`config.mk`:
```
export PLATFORM = sky130hd
export DESIGN_NAME = uart_majority_rx
export DESIGN_NICKNAME = d
export VERILOG_FILES = /design/src/rtl/mrx_pkg.sv /design/src/rtl/mrx_majority_filter.sv /design/src/rtl/mrx_shifter.sv /design/src/rtl/mrx_ctrl.sv /design/src/rtl/uart_majority_rx.sv
export SDC_FILE = /design/constraint.sdc
export NUM_CORES = 1
export LEC_CHECK = 0
export CAP_MARGIN = 20
export CELL_PAD_IN_SITES_DETAIL_PLACEMENT = 0
export CELL_PAD_IN_SITES_GLOBAL_PLACEMENT = 2
export CORE_MARGIN = 2
export CORE_UTILIZATION = 30
export CTS_CLUSTER_DIAMETER = 40
export DETAILED_ROUTE_END_ITERATION = 16
export PLACE_DENSITY = 0.75
export SYNTH_ARGS = -nofsm -noshare
export SYNTH_HDL_FRONTEND = slang
export SYNTH_SLANG_ARGS = --single-unit
```
`constraint.sdc`:
```
create_clock -name clk -period 2 [get_ports clk]
set_clock_uncertainty 0.15 [all_clocks]
set_input_delay 0.4 -clock clk [delete_from_list [all_inputs] [get_ports clk]]
set_output_delay 0.4 -clock clk [all_outputs]
set_load 0.05 [all_outputs]
```
`src/rtl/mrx_pkg.sv`:
```
package mrx_pkg;

    localparam int MRX_DATA_BITS = 8;
    localparam int MRX_WORD_W    = 16;
    localparam int MRX_OS_RATE   = 16;
    localparam int MRX_THRESH    = 9;

    typedef enum logic [2:0] {
        RX_IDLE,
        RX_START,
        RX_DATA,
        RX_STOP1,
        RX_STOP2
    } rx_state_t;

    typedef struct packed {
        logic clear;    // restart filter count
        logic capture;  // filter may count samples
        logic shift;    // push resolved bit into shifter
        logic commit;   // publish assembled word
    } rx_ctl_t;

    // true when this state's bit tick closes the frame successfully
    function automatic logic last_stop(input rx_state_t st, input logic two_stop);
        return (st == RX_STOP2) || (st == RX_STOP1 && !two_stop);
    endfunction

endpackage

```
`src/rtl/mrx_majority_filter.sv`:
```
module mrx_majority_filter #(
    parameter int RATE   = 16,
    parameter int THRESH = 9
) (
    input  logic clk,
    input  logic rst,
    input  logic clear_i,
    input  logic capture_i,
    input  logic sample_i,
    input  logic line_i,
    output logic level_o
);
    localparam int CW = $clog2(RATE + 1);

    logic [CW-1:0] low_cnt;

    always_ff @(posedge clk) begin
        if (rst || clear_i) begin
            low_cnt <= '0;
        end else if (capture_i && sample_i && !line_i && low_cnt < CW'(THRESH)) begin
            low_cnt <= low_cnt + 1'b1;
        end
    end

    assign level_o = !(low_cnt >= CW'(THRESH));

endmodule

```
`src/rtl/mrx_shifter.sv`:
```
module mrx_shifter #(
    parameter int BITS  = 8,
    parameter int OUT_W = 16
) (
    input  logic             clk,
    input  logic             rst,
    input  logic             shift_i,
    input  logic             bit_i,
    input  logic             commit_i,
    output logic [OUT_W-1:0] word_o
);
    localparam int PAD = OUT_W - BITS;

    logic [BITS-1:0] sh;

    always_ff @(posedge clk) begin
        if (rst) begin
            sh     <= '0;
            word_o <= '0;
        end else begin
            if (shift_i) begin
                sh <= {bit_i, sh[BITS-1:1]};
            end
            if (commit_i) begin
                word_o <= {{PAD{1'b0}}, sh};
            end
        end
    end

endmodule

```
`src/rtl/mrx_ctrl.sv`:
```
module mrx_ctrl
    import mrx_pkg::*;
#(
    parameter int BITS = 8
) (
    input  logic    clk,
    input  logic    rst,
    input  logic    rx_i,
    input  logic    bit_tick_i,
    input  logic    level_i,
    input  logic    two_stop_i,
    output rx_ctl_t ctl_o,
    output logic    hold_o,
    output logic    done_o
);
    localparam int BCW = (BITS > 1) ? $clog2(BITS) : 1;

    rx_state_t      st;
    logic [BCW-1:0] bcnt;
    logic           finish;

    always_comb begin
        finish        = bit_tick_i && level_i && last_stop(st, two_stop_i);
        ctl_o.clear   = (st == RX_IDLE) || bit_tick_i;
        ctl_o.capture = (st != RX_IDLE);
        ctl_o.shift   = bit_tick_i && (st == RX_DATA);
        ctl_o.commit  = finish;
    end

    assign hold_o = (st == RX_IDLE);

    always_ff @(posedge clk) begin
        if (rst) begin
            st     <= RX_IDLE;
            bcnt   <= '0;
            done_o <= 1'b0;
        end else begin
            done_o <= finish;
            unique case (st)
                RX_IDLE: begin
                    bcnt <= '0;
                    if (!rx_i) st <= RX_START;
                end
                RX_START: begin
                    if (bit_tick_i) st <= level_i ? RX_IDLE : RX_DATA;
                end
                RX_DATA: begin
                    if (bit_tick_i) begin
                        if (bcnt == BCW'(BITS - 1)) st <= RX_STOP1;
                        else bcnt <= bcnt + 1'b1;
                    end
                end
                RX_STOP1: begin
                    if (bit_tick_i) begin
                        if (!level_i)        st <= RX_IDLE;
                        else if (two_stop_i) st <= RX_STOP2;
                        else                 st <= RX_IDLE;
                    end
                end
                RX_STOP2: begin
                    if (bit_tick_i) st <= RX_IDLE;
                end
                default: st <= RX_IDLE;
            endcase
        end
    end

endmodule

```
`src/rtl/uart_majority_rx.sv`:
```
module uart_majority_rx
    import mrx_pkg::*;
#(
    parameter int DATA_BITS = MRX_DATA_BITS,
    parameter int WORD_W    = MRX_WORD_W,
    parameter int OS_RATE   = MRX_OS_RATE,
    parameter int THRESH    = MRX_THRESH
) (
    input  logic              clk,
    input  logic              rst,
    input  logic              bit_tick_i,
    input  logic              os_tick_i,
    input  logic              two_stop_i,
    input  logic              rx_i,
    output logic [WORD_W-1:0] word_o,
    output logic              done_o,
    output logic              tick_hold_o
);
    rx_ctl_t ctl;
    logic    level;

    mrx_majority_filter #(.RATE(OS_RATE), .THRESH(THRESH)) filt_i (
        .clk       (clk),
        .rst       (rst),
        .clear_i   (ctl.clear),
        .capture_i (ctl.capture),
        .sample_i  (os_tick_i),
        .line_i    (rx_i),
        .level_o   (level)
    );

    mrx_ctrl #(.BITS(DATA_BITS)) ctrl_i (
        .clk        (clk),
        .rst        (rst),
        .rx_i       (rx_i),
        .bit_tick_i (bit_tick_i),
        .level_i    (level),
        .two_stop_i (two_stop_i),
        .ctl_o      (ctl),
        .hold_o     (tick_hold_o),
        .done_o     (done_o)
    );

    mrx_shifter #(.BITS(DATA_BITS), .OUT_W(WORD_W)) shf_i (
        .clk      (clk),
        .rst      (rst),
        .shift_i  (ctl.shift),
        .bit_i    (level),
        .commit_i (ctl.commit),
        .word_o   (word_o)
    );

endmodule

```
* After elaboration in Yosys (flattened, before gate mapping)
Cells that the tools add are included.
Widths: inputs -> output; s select.
** Storage, ports and cells
- Bits in registers :: 28
- Input port bits :: 6
- Output and inout port bits :: 18
** Operators by class
- $add $sub $neg :: 2
- Order comparisons :: 2
- Eq/ne operators :: 12
- Mux-type cells :: 13
- Reduce and logical (&&, ||, !) cells :: 18
** Operators with widths (count)
- $mux 3 :: 10
- $pmux 3 s5 :: 1
- $ne 2x2->1 const B :: 7
- $logic_and 1x1->1 :: 7
- $eq 3x2->1 const B :: 2
- $eq 3x3->1 const B :: 2
- $pmux 3 s2 :: 1
- $reduce_and 6->1 :: 1
- $add 5x1->5 const B :: 1
- $ge 5x4->1 const B :: 1
- $lt 5x4->1 const B :: 1
- $add 3x1->3 const B :: 1
- $eq 3x1->1 const B :: 1
- $logic_not 1->1 :: 3
- $logic_not 3->1 :: 1
- $logic_or 1x1->1 :: 3
- $reduce_and 3->1 :: 1
- $reduce_bool 3->1 :: 1
- $mux 2 :: 1
- $reduce_bool 2->1 :: 1

* Longest topological paths before layout
- Word-level depth :: 4
- Depth in mapped cells :: 7
- Mapped depth without buffers :: 6

* Modules after synthesis
From an unflattened synthesis, not the netlist that was laid out.
** Second synthesis, totals
- Cell total of the unflattened synthesis :: 135
- Area total of the unflattened synthesis :: 1332.5 µm²
** By module, submodules not included
- mrx_shifter :: times used 1, cells an instance 61, area an instance 643.1 µm²
- mrx_ctrl :: times used 1, cells an instance 46, area an instance 399.1 µm²
- mrx_majority_filter :: times used 1, cells an instance 28, area an instance 290.3 µm²

* Least setup slack after synthesis
OpenSTA, ideal clock, no wires.
- Kind :: flip-flop to flip-flop
- Start :: register ctrl_i.st[1]
- End :: register filt_i.low_cnt[0]
- Setup time :: 0.117 ns
- Arrival time :: 1.481 ns
- Path slack :: 0.252 ns
- Stages on the path, launching flop included :: 6
- Path buffers :: 1
- Path through :: dfxtp_1 -> clkbuf_4 -> or3_1 -> inv_1 -> or3_1 -> nor2_1
** On the way
- Elaborated cells on any way between the ends :: 7
- Classes of those cells :: 7 x reduce/logical
** RTL lines
- start, declared :: RTL line mrx_ctrl.sv:18 : rx_state_t st;
- start signal, assigned :: RTL line mrx_ctrl.sv:45 : if (bit_tick_i) st <= level_i ? RX_IDLE : RX_DATA;
- $logic_not 3->1
- named net tick_hold_o :: RTL line uart_majority_rx.sv:17 : output logic tick_hold_o
- $logic_or 1x1->1 :: RTL line mrx_ctrl.sv:24 : ctl_o.clear = (st == RX_IDLE) || bit_tick_i;
- $logic_or 1x1->1 :: RTL line mrx_majority_filter.sv:18 : if (rst || clear_i) begin
- end signal, assigned :: RTL line mrx_majority_filter.sv:21 : low_cnt <= low_cnt + 1'b1;
- end, declared :: RTL line mrx_majority_filter.sv:15 : logic [CW-1:0] low_cnt;
The timed path passes the listed nets, and every way through them passes these cells.
A chain may end at the register's enable or synchronous reset.

* Final worst setup path
- Start :: register ctrl_i.done_o
- End :: output port done_o
** RTL lines
- start, declared :: RTL line mrx_ctrl.sv:14 : output logic done_o
- start signal, assigned :: RTL line mrx_ctrl.sv:38 : done_o <= finish;
- end, declared :: RTL line uart_majority_rx.sv:16 : output logic done_o,
No word-level cell between the ends.

==> impl_metrics.toml <==
[final_layout]
synthToLayoutAreaGrowth_pct = 20.77
fillers = 420
stdcell_area_sq_um = 1491
diodes = 0
fin_nets = 170
instances_no_fill = 208
layout-drive-gt1-share_pct = 17.72

[timing]
layout_worst_path_cycle_share_pct = 95.91
rsz0062_at_grt = "false"
whs_ns = 0.3190
maxSlewViolCount = 0
setup_viol = 0
finalWorstSetupSlack_ns = 0.08179
fin_crit_ns = 1.918
fmax_mhz = 521.3
setup_tns_ns = 0
hold_viol_final = 0

[route]
vias_per_cell = 4.553
firstDrtPassIters = 4
drt_wl_total_microns = 2406
num_vias = 947
drt-initial-drc-count = 38
drc = 0
drt-wirelength-per-cell_microns = 11.57
drtAntennaViolNets = 0

[clock_tree]
cts.path.max_buffers = 2
numCtsBuffers = 3
post_cts_buffers = 0
clockRootBuffer = "clkbuf_8"
cts.reportedPaths.clkPinSlew_ns = 0.09
cts_tree = "yes"
hold_buffers = 0
clk_latency_ns = 0.27
h-tree-depth = 1
cts_num_sinks = 28

[synth]
async_flop_share_pct = 0
yosys-top-cells-area = "dfxtp_1, mux2i_1, nand2_1, nor2_1, buf_4"
synth.top_cells.by_count = "dfxtp_1, nand2_1, nor2_1"
synthCells = 138
synth_top_area_share_pct = 45.39
synth-edff-count = 0
yosysSeqAreaShare_pct = 45.39
yosysUniqueCellTypes = 34
yosys_register_bits = 28
synth_area_sq_um = 1235
synth_ff_type = "dfxtp_1"
yosysMostFrequentCell = "dfxtp_1"
yosysWarnings = 0
syn_area_per_cell_sq_um = 8.949
netlist.top_cell.by_area = "dfxtp_1"

[global_route]
track_usage_pct = 11.70
grt_first_pass_wirelength_microns = 4071
antenna_found_initial = 0
first_global_vias = 918
overflow = 0
grt_max_degree = 23

[setup_path]
path_depth = 1
worst_ep_arrival_time_ns = 1.37
cp_max_fo = 1
r2r_cells = 7
cp_slowest_stage_delay_ns = 0.79
critPathLaunchType = "flop"
cp_slowest_cell = "clkdlybuf4s50_1"
path_delay_family = "buffers and inverters"
critPathRequiredTime_ns = 1.45
crit_buf_inv = 1
path_cells = "clkdlybuf4s50_1"
worstSetupPathType = "flop to output pin"
crit_path_end_kind = "output pin"

[placed_design]
port_buffers = 15
gp_congestion = 0.6962
postPlaceCellArea_sq_um = 1435
place_ws_ns = 0.01908
place_inst = 205
place_hpwl_microns = 1787

[floorplan]
num_io_pins = 24
fp.dieH_microns = 68.16
die_x_microns = 68.16
coreArea_sq_um = 3971
die-area_sq_um = 4646
num_rows = 23
initial_core_util_pct = 31.10

[pwr]
ir_drop_uv = 315.4
p_per_area_nw_per_um2 = 639.6
power_leakage_nw = 0.6324

[hold_path]
min_path_cells = 2
hp-class = "flop to flop"

[run]
maxCapViolCount = 0

[run_status]
status = "completed"
-- area by class of cell --
class	instances	area, sq um	share of cell area, %
Clock buffer	3	41.29	2.768
Inverter	4	15.01	1.007
Multi-Input combinational cell	99	601.8	40.35
Sequential cell	28	563.0	37.75
Tap cell	50	62.56	4.195
Timing Repair Buffer	24	207.7	13.93
-- logic make-up after synthesis --
logic type | share of synthesized area [%]
AO/OA/AOI/OAI | 9.930
XOR/XNOR | 1.419
multiplexers | 7.396
flip-flops | 45.39
buffers and inverters | 9.017
adder cells (fa/ha/maj) | 4.053
other | 0.3037
AND/OR/NAND/NOR | 22.49
-- cell usage in the layout (no fill, tap or decap), drive strengths merged, types with 5 or more instances in the layout --
cell type,netlist,routed
or3,5,5
nand2,18,18
a21oi,11,11
nand2b,5,5
dfxtp,28,28
clkdlybuf4s50,0,6
conb,1,8
mux2i,8,8
nor2,18,18
buf,11,18
-- worst reg2reg max path, cell delays in order, from the launching register on --
cell and delay (ns):
dfxtp_2 0.38, inv_1 0.06, ha_1 0.20, o41ai_2 0.27
o2111ai_1 0.16, buf_4 0.22, mux2i_1 0.17, nor2_1 0.06
-- report_power, final --
group	switching (mW)	leakage, nW	internal, mW
clock	0.162	0.0216	0.135
sequential	0.00376	0.227	0.559
combinational	0.0631	0.384	0.0315
total	0.229	0.632	0.725
-- flip-flops by register name (all words and copies together) (netlist names) --
name and count:
ctrl_i.bcnt 3, ctrl_i.done_o 1, ctrl_i.st 3, filt_i.low_cnt 5, shf_i.sh 8, shf_i.word_o 8
-- per-layer routing --
| layer | share of wire, % | up-vias | wire length, microns | global-route usage [%] |
|---|---|---|---|---|
| met5 | 0 | - | 0 | 0 |
| met4 | 1.4 | 0 | 34 | 5.250 |
| met3 | 2.4 | 4 | 58 | 1.974 |
| met2 | 47 | 10 | 1138 | 17.72 |
| met1 | 49 | 439 | 1175 | 16.20 |
| li1 | - | 494 | - | - |
-- per-stage QoR --
stage	util, %	total power [mW]
2_1_floorplan	-	0.6457
3_3_place_gp	36.14	0.6680
3_5_place_dp	36.14	0.6693
4_1_cts	37.30	0.9741
5_1_grt	37.56	0.9958
6_report	37.56	0.9539
-- worst paths after layout --
path / startpoint / end / slack [ns]
max reg2reg: filt_i.low_cnt[1]$_SDFFE_PP0P_ / shf_i.word_o[6]$_SDFFE_PP0P_ / 0.21
min: shf_i.sh[0]$_SDFFE_PP0P_ / shf_i.sh[0]$_SDFFE_PP0P_ / 0.32
min reg2reg: shf_i.sh[0]$_SDFFE_PP0P_ / shf_i.sh[0]$_SDFFE_PP0P_ / 0.32
max: ctrl_i.done_o$_SDFF_PP0_ / done_o / 0.08
-- timing repair --
action / 4_1_cts / 5_1_grt
gates resized for setup: 1 / 3
hold endpoints to repair: 0 / 0
endpoints found under the setup margin: 1 / 9
(Power assumes the default switching activity.)
